===== config.mk =====
export PLATFORM = sky130hd
export DESIGN_NAME = pcs_flow_top
export DESIGN_NICKNAME = d
export VERILOG_FILES = /design/src/rtl/pcs_pkg.sv /design/src/rtl/pcs_op_sel.sv /design/src/rtl/pcs_ret_stack.sv /design/src/rtl/pcs_flow_top.sv
export SDC_FILE = /design/constraint.sdc
export NUM_CORES = 1
export LEC_CHECK = 0
export BUFFER_PORTS_ARGS = -buffer_cell sky130_fd_sc_hd__buf_2
export CAP_MARGIN = 20
export CORE_MARGIN = 2
export CORE_UTILIZATION = 50
export CTS_CLUSTER_DIAMETER = 30
export DETAILED_ROUTE_END_ITERATION = 16
export GPL_ROUTABILITY_DRIVEN = 0
export PLACE_DENSITY_LB_ADDON = 0.15
export SYNTH_ARGS = -nofsm -noshare
export SYNTH_HDL_FRONTEND = slang
export SYNTH_SLANG_ARGS = --single-unit

===== constraint.sdc =====
create_clock -name clk -period 3.6 [get_ports clk]
set_clock_uncertainty 0.1 [all_clocks]
set_input_delay 0.36 -clock clk [delete_from_list [all_inputs] [get_ports clk]]
set_output_delay 0.36 -clock clk [all_outputs]
set_load 0.05 [all_outputs]

===== src/rtl/pcs_pkg.sv =====
package pcs_pkg;

    // Action chosen for the executing instruction
    typedef enum logic [2:0] {
        OP_NONE,
        OP_ADV,
        OP_SKIP,
        OP_JMP,
        OP_CALL,
        OP_RET,
        OP_RETI,
        OP_IRQ
    } flow_op_e;

    // Bubble kind following the current cycle
    typedef enum logic [1:0] {
        BUB_RUN,
        BUB_SKIP,
        BUB_LOAD
    } bubble_e;

endpackage


===== src/rtl/pcs_op_sel.sv =====
module pcs_op_sel
    import pcs_pkg::*;
(
    input  logic     run_i,
    input  logic     irq_i,
    input  logic     reti_i,
    input  logic     ret_i,
    input  logic     call_i,
    input  logic     jmp_i,
    input  logic     skip_i,
    input  logic     adv_i,
    output flow_op_e op_o
);

    // Fixed precedence; nothing acts inside a bubble
    always_comb begin
        op_o = OP_NONE;
        if (run_i) begin
            if (irq_i)       op_o = OP_IRQ;
            else if (reti_i) op_o = OP_RETI;
            else if (ret_i)  op_o = OP_RET;
            else if (call_i) op_o = OP_CALL;
            else if (jmp_i)  op_o = OP_JMP;
            else if (skip_i) op_o = OP_SKIP;
            else if (adv_i)  op_o = OP_ADV;
        end
    end

endmodule


===== src/rtl/pcs_ret_stack.sv =====
module pcs_ret_stack #(
    parameter int W     = 16,
    parameter int DEPTH = 8
) (
    input  logic         clk,
    input  logic         rst_n,
    input  logic         push_i,
    input  logic         pop_i,
    input  logic [W-1:0] push_val_i,
    output logic [W-1:0] top_o,
    output logic         ovf_o
);

    // DEPTH must be a power of two so the write index wraps naturally
    localparam int PW = (DEPTH > 1) ? $clog2(DEPTH) : 1;
    localparam int CW = $clog2(DEPTH + 1);

    typedef struct packed {
        logic [DEPTH-1:0][W-1:0] mem;
        logic [PW-1:0]           wp;
        logic [CW-1:0]           cnt;
        logic                    ovf;
    } stk_t;

    stk_t stk_q, stk_d;
    logic [PW-1:0] rd_idx;

    assign rd_idx = stk_q.wp - 1'b1;
    assign top_o  = stk_q.mem[rd_idx];
    assign ovf_o  = stk_q.ovf;

    always_comb begin
        stk_d = stk_q;
        if (push_i) begin
            stk_d.mem[stk_q.wp] = push_val_i;
            stk_d.wp            = stk_q.wp + 1'b1;
            if (stk_q.cnt == CW'(DEPTH)) begin
                stk_d.ovf = 1'b1;          // oldest slot is the one overwritten
            end else begin
                stk_d.cnt = stk_q.cnt + 1'b1;
            end
        end else if (pop_i) begin
            stk_d.wp = rd_idx;
            if (stk_q.cnt != '0) stk_d.cnt = stk_q.cnt - 1'b1;
        end
    end

    always_ff @(posedge clk or negedge rst_n) begin
        if (!rst_n) stk_q <= '0;
        else        stk_q <= stk_d;
    end

    AST_PUSH_POP_EXCL: assert property (@(posedge clk) disable iff (!rst_n)
        !(push_i && pop_i));
    AST_POP_NONEMPTY: assert property (@(posedge clk) disable iff (!rst_n)
        pop_i |-> (stk_q.cnt != '0));
    AST_OVF_ON_FULL: assert property (@(posedge clk) disable iff (!rst_n)
        (push_i && stk_q.cnt == CW'(DEPTH)) |=> ovf_o);
    AST_OVF_STICKY: assert property (@(posedge clk) disable iff (!rst_n)
        ovf_o |=> ovf_o);

endmodule


===== src/rtl/pcs_flow_top.sv =====
module pcs_flow_top
    import pcs_pkg::*;
#(
    parameter int              PC_W    = 16,
    parameter int              TGT_W   = 14,
    parameter int              DEPTH   = 8,
    parameter logic [PC_W-1:0] IRQ_VEC = 16'h0008
) (
    input  logic              clk,
    input  logic              rst_n,
    input  logic              adv_i,
    input  logic              skip_i,
    input  logic              jmp_i,
    input  logic              call_i,
    input  logic              ret_i,
    input  logic              reti_i,
    input  logic              irq_i,
    input  logic [TGT_W-1:0]  tgt_i,
    input  logic [PC_W-TGT_W-1:0] page_i,
    output logic [PC_W-1:0]   pc_o,
    output logic              flush_o,
    output logic              gie_o,
    output logic              ovf_o
);

    localparam int PAGE_W = PC_W - TGT_W;

    typedef struct packed {
        logic [PC_W-1:0] pc;
        bubble_e         bub;
        logic            gie;
    } flow_t;

    flow_t           cur_q, nxt_d;
    flow_op_e        op;
    logic            push, pop;
    logic [PC_W-1:0] push_val, stk_top, target;

    assign target = {page_i, tgt_i};

    pcs_op_sel u_op_sel (
        .run_i  (cur_q.bub == BUB_RUN),
        .irq_i  (irq_i),
        .reti_i (reti_i),
        .ret_i  (ret_i),
        .call_i (call_i),
        .jmp_i  (jmp_i),
        .skip_i (skip_i),
        .adv_i  (adv_i),
        .op_o   (op)
    );

    pcs_ret_stack #(
        .W     (PC_W),
        .DEPTH (DEPTH)
    ) u_stack (
        .clk        (clk),
        .rst_n      (rst_n),
        .push_i     (push),
        .pop_i      (pop),
        .push_val_i (push_val),
        .top_o      (stk_top),
        .ovf_o      (ovf_o)
    );

    always_comb begin
        nxt_d    = cur_q;
        push     = 1'b0;
        pop      = 1'b0;
        push_val = '0;
        nxt_d.bub = BUB_RUN;
        case (cur_q.bub)
            BUB_SKIP: nxt_d.pc = cur_q.pc + 1'b1;   // step over squashed slot
            BUB_LOAD: ;                              // refetch at loaded PC
            default: begin
                case (op)
                    OP_IRQ: begin
                        push      = 1'b1;
                        push_val  = cur_q.pc;
                        nxt_d.pc  = IRQ_VEC;
                        nxt_d.gie = 1'b0;
                        nxt_d.bub = BUB_LOAD;
                    end
                    OP_RETI: begin
                        pop       = 1'b1;
                        nxt_d.pc  = stk_top;
                        nxt_d.gie = 1'b1;
                        nxt_d.bub = BUB_LOAD;
                    end
                    OP_RET: begin
                        pop       = 1'b1;
                        nxt_d.pc  = stk_top;
                        nxt_d.bub = BUB_LOAD;
                    end
                    OP_CALL: begin
                        push      = 1'b1;
                        push_val  = cur_q.pc + 1'b1;
                        nxt_d.pc  = target;
                        nxt_d.bub = BUB_LOAD;
                    end
                    OP_JMP: begin
                        nxt_d.pc  = target;
                        nxt_d.bub = BUB_LOAD;
                    end
                    OP_SKIP: begin
                        nxt_d.pc  = cur_q.pc + 1'b1;
                        nxt_d.bub = BUB_SKIP;
                    end
                    OP_ADV:  nxt_d.pc = cur_q.pc + 1'b1;
                    default: ;
                endcase
            end
        endcase
    end

    always_ff @(posedge clk or negedge rst_n) begin
        if (!rst_n) begin
            cur_q.pc  <= '0;
            cur_q.bub <= BUB_RUN;
            cur_q.gie <= 1'b0;
        end else begin
            cur_q <= nxt_d;
        end
    end

    assign pc_o    = cur_q.pc;
    assign flush_o = (cur_q.bub != BUB_RUN);
    assign gie_o   = cur_q.gie;

    AST_HOLD_IDLE: assert property (@(posedge clk) disable iff (!rst_n)
        (op == OP_NONE && !flush_o) |=> $stable(pc_o));
    AST_BUBBLE_SINGLE: assert property (@(posedge clk) disable iff (!rst_n)
        flush_o |=> !flush_o);
    AST_JUMP_LOAD: assert property (@(posedge clk) disable iff (!rst_n)
        (op == OP_JMP) |=> (flush_o && pc_o == $past(target)));
    AST_SKIP_STEP: assert property (@(posedge clk) disable iff (!rst_n)
        (op == OP_SKIP) |=> (flush_o && pc_o == $past(pc_o) + 1'b1));
    AST_BUBBLE_GIE: assert property (@(posedge clk) disable iff (!rst_n)
        flush_o |=> $stable(gie_o));
    AST_RETI_GIE: assert property (@(posedge clk) disable iff (!rst_n)
        (op == OP_RETI) |=> gie_o);
    AST_IRQ_ENTRY: assert property (@(posedge clk) disable iff (!rst_n)
        (op == OP_IRQ) |=> (!gie_o && pc_o == IRQ_VEC));

endmodule


==> results.py <==
metrics = {
    "outcome": {
        "status": "complete, no violations",
    },
    "worst_hold_path": {
        "min_path_cells": 3,
        "hold_start": "tgt_i[13]",
        "hold_class": "input pin to flop",
    },
    "critical_path": {
        "worstPathMaxFanout": 10,
        "critPathLaunchType": "flop",
        "ff2ff_path_depth": 7,
        "crit_type": "flop to flop",
        "cp_data_arrival_time_ns": 3.12,
        "r2r_start": "cur_q[1]$_DFF_PN0_",
        "cp-startpoint": "cur_q[1]$_DFF_PN0_",
        "crit_required_ns": 3.84,
        "cp-end-kind": "flop",
        "r2r_setup_slack_ns": 0.72,
    },
    "yosys": {
        "yosys_register_bits": 155,
        "synth.distinct_cells": 78,
        "synthArstFlopShare_pct": 100,
        "synth_edf_count": 0,
        "synth_ff_type": "dfrtp_1",
        "synth_warnings": 0,
        "syn_nets": 917,
        "synth_area_um2": 8640,
        "synth_area_per_cell_um2": 9.77,
        "ys_seq_area_share_pct": 44.9,
        "synth_cells": 884,
    },
    "route": {
        "drt-total-wl_mm": 23.7,
        "first_iter_violations": 572,
        "route.detailed.drc": 0,
        "vias_per_cell": 6.32,
        "drtPass1Iterations": 5,
        "ant_nets": 0,
        "vias": 7069,
        "wl_per_cell_um": 21.2,
    },
    "power_and_ir_drop": {
        "power.leakage_nw": 4.00,
        "p_int_w": 0.00410,
        "combPwrFrac_pct": 34.2,
        "powerDensity_nw_per_um2": 688,
        "p_sw_share_pct": 37.3,
        "seqPwrFrac_pct": 37.5,
        "ir_drop_mv": 0.388,
        "switchingPower_w": 0.00244,
        "power_frac_clock_pct": 28.3,
    },
    "global_routing": {
        "grt_pass1_vias": 6903,
        "antenna_found_initial": 0,
        "grt.overflow.total": 0,
        "grt_pass1_wl_mm": 37.9,
        "track_usage_pct": 27.3,
        "grt_max_degree": 85,
    },
    "cts": {
        "cts.htree.levels": 4,
        "cts_buffer_depth": 2,
        "numCtsBuffers": 17,
        "cts_tree": "yes",
        "cts.sinks": 155,
        "path_clk_slew_ns": 0.06,
        "post_cts_buffers": 0,
        "cts_resized": 0,
        "root_buffer": "clkbuf_16",
        "clock_latency_ns": 0.43,
    },
    "sta": {
        "setup_tns_ns": 0,
        "max_slew_margin_pct": 27.8,
        "hold_slack_ns": 0.145,
        "finalSetupViolCount": 0,
        "fmax_mhz": 347,
        "finalCritPeriodShare_pct": 80.0,
        "worst_pin_slew_ns": 1.08,
        "finalHoldViolCount": 0,
        "min_period_ns": 2.88,
        "slew_violations": 0,
        "rsz0062_at_grt": "no",
    },
    "finish": {
        "area_delta_synth_final_pct": 9.97,
        "final_cell_mix": "dfrtp_1, nand2_1, o21ai_1",
        "n_antenna_cell": 0,
        "fill_cells": 1507,
        "drive_gt1_share_pct": 18.5,
        "final_common_cell": "dfrtp_1",
        "fin_nets": 914,
    },
    "die": {
        "dieArea_um2": 18300,
        "pin_count": 44,
        "core_area_um2": 17100,
        "num_rows": 48,
        "die_w_um": 135,
        "initial_core_util_pct": 50.5,
        "die_y_um": 135,
    },
    "run": {
        "drv_cap": 0,
    },
    "placement": {
        "io_buffers": 43,
        "hpwlAfterDp_mm": 15.9,
    },
}
path summary, 6_finish.rpt:
kind	end
setup / recovery	u_stack.stk_q[22]$_DFFE_PN0P_
hold / removal	pc_o[13]$_DFFE_PN0P_
setup reg to reg	u_stack.stk_q[22]$_DFFE_PN0P_
hold reg to reg	u_stack.ovf_o$_DFFE_PN0P_
max in group asynchronous	u_stack.stk_q[33]$_DFFE_PN0P_
min in group asynchronous	pc_o[2]$_DFFE_PN0P_
power groups by stage:
stage,Combinational [W],Clock [W],Sequential (W)
floorplan,0.00177,0,0.00232
global placement,0.00218,0,0.00245
detailed placement,0.00222,0,0.00247
CTS,0.00223,0.00187,0.00245
global route,0.00243,0.00197,0.00250
finish,0.00224,0.00185,0.00245
critical path: stages (launching register included):
cell     delay, ns
dfrtp_1       0.38
inv_1         0.09
ha_1          0.29
nor4b_4       0.53
and2_0        0.61
nand2_1       0.35
o31a_1        0.36
o21ai_0       0.08
cell usage after synthesis (all sizes together), types with 7 or more instances:
cell type | count | area share (%)
a21oi | 33 | 2.1
mux4 | 32 | 8.3
a22oi | 9 | 0.78
o31a | 9 | 0.91
nor2 | 45 | 2.1
nand3 | 12 | 0.75
o21ai | 141 | 8.2
and3 | 8 | 0.64
dfrtp | 155 | 45
nor3 | 16 | 0.93
inv | 12 | 0.52
nor4 | 12 | 1.4
o211ai | 8 | 0.70
o22ai | 17 | 1.2
clkbuf | 40 | 1.8
nand2 | 145 | 6.3
ha | 8 | 1.2
nor2b | 7 | 0.51
o31ai | 8 | 0.70
buf | 50 | 3.6
a31oi | 26 | 2.6
repair_timing:
item | in CTS | in global routing
hold buffers | 1 | 0
hold endpoints to repair | 83 | 0
endpoints found under the setup margin | 0 | 0
state kept, by name, summed over array words and instances, names as in the netlist:
register       count
u_stack.ovf_o      1
pc_o              16
cur_q              2
u_stack.stk_q    135
gie_o              1
cell type report:
class | count | area, µm² | area share [%]
multi-input combinational | 627 | 4270 | 45.0
timing repair buffer | 68 | 424 | 4.47
sequential | 155 | 3880 | 40.8
tap | 225 | 282 | 2.96
clock buffer | 19 | 433 | 4.56
inverter | 12 | 45.0 | 0.474
clock inverter | 12 | 163 | 1.71
metal layers:
layer	share of wire [%]	GRT usage, %	wire [µm]	vias to the layer above
li1	-	-	-	3236
met1	42	36.7	10100	3494
met2	48	43.2	11300	289
met3	7.7	7.37	1830	50
met4	2.2	9.09	527	0
met5	0	0	0	-
kinds of logic (layout without fill, tap and decap cells):
| kind of cell | after synthesis | after routing | synth area share [%] |
|---|---|---|---|
| XOR/XNOR | 9 | 9 | 0.912 |
| AND/OR/NAND/NOR | 278 | 278 | 15.9 |
| multiplexers | 35 | 35 | 8.71 |
| flip-flops | 155 | 155 | 44.9 |
| adder cells (fa/ha/maj) | 8 | 8 | 1.16 |
| buffers and inverters | 102 | 111 | 5.85 |
| AO/OA/AOI/OAI | 297 | 297 | 22.6 |
through the flow:
step / setup slack [ns] / cells / instance area [µm²] / power, W / utilization, %
2_1_floorplan: 0.732 / 884 / 8640 / 0.00409 / -
3_3_place_gp: 0.787 / 1086 / 8890 / 0.00463 / 52.0
3_5_place_dp: 0.749 / 1086 / 8890 / 0.00470 / 52.0
4_1_cts: 0.749 / 1118 / 9500 / 0.00655 / 55.5
5_1_grt: 0.475 / 1118 / 9500 / 0.00690 / 55.5
6_report: 0.719 / 1118 / 9500 / 0.00654 / 55.5
No activity file was read; power rests on OpenSTA's default activity.
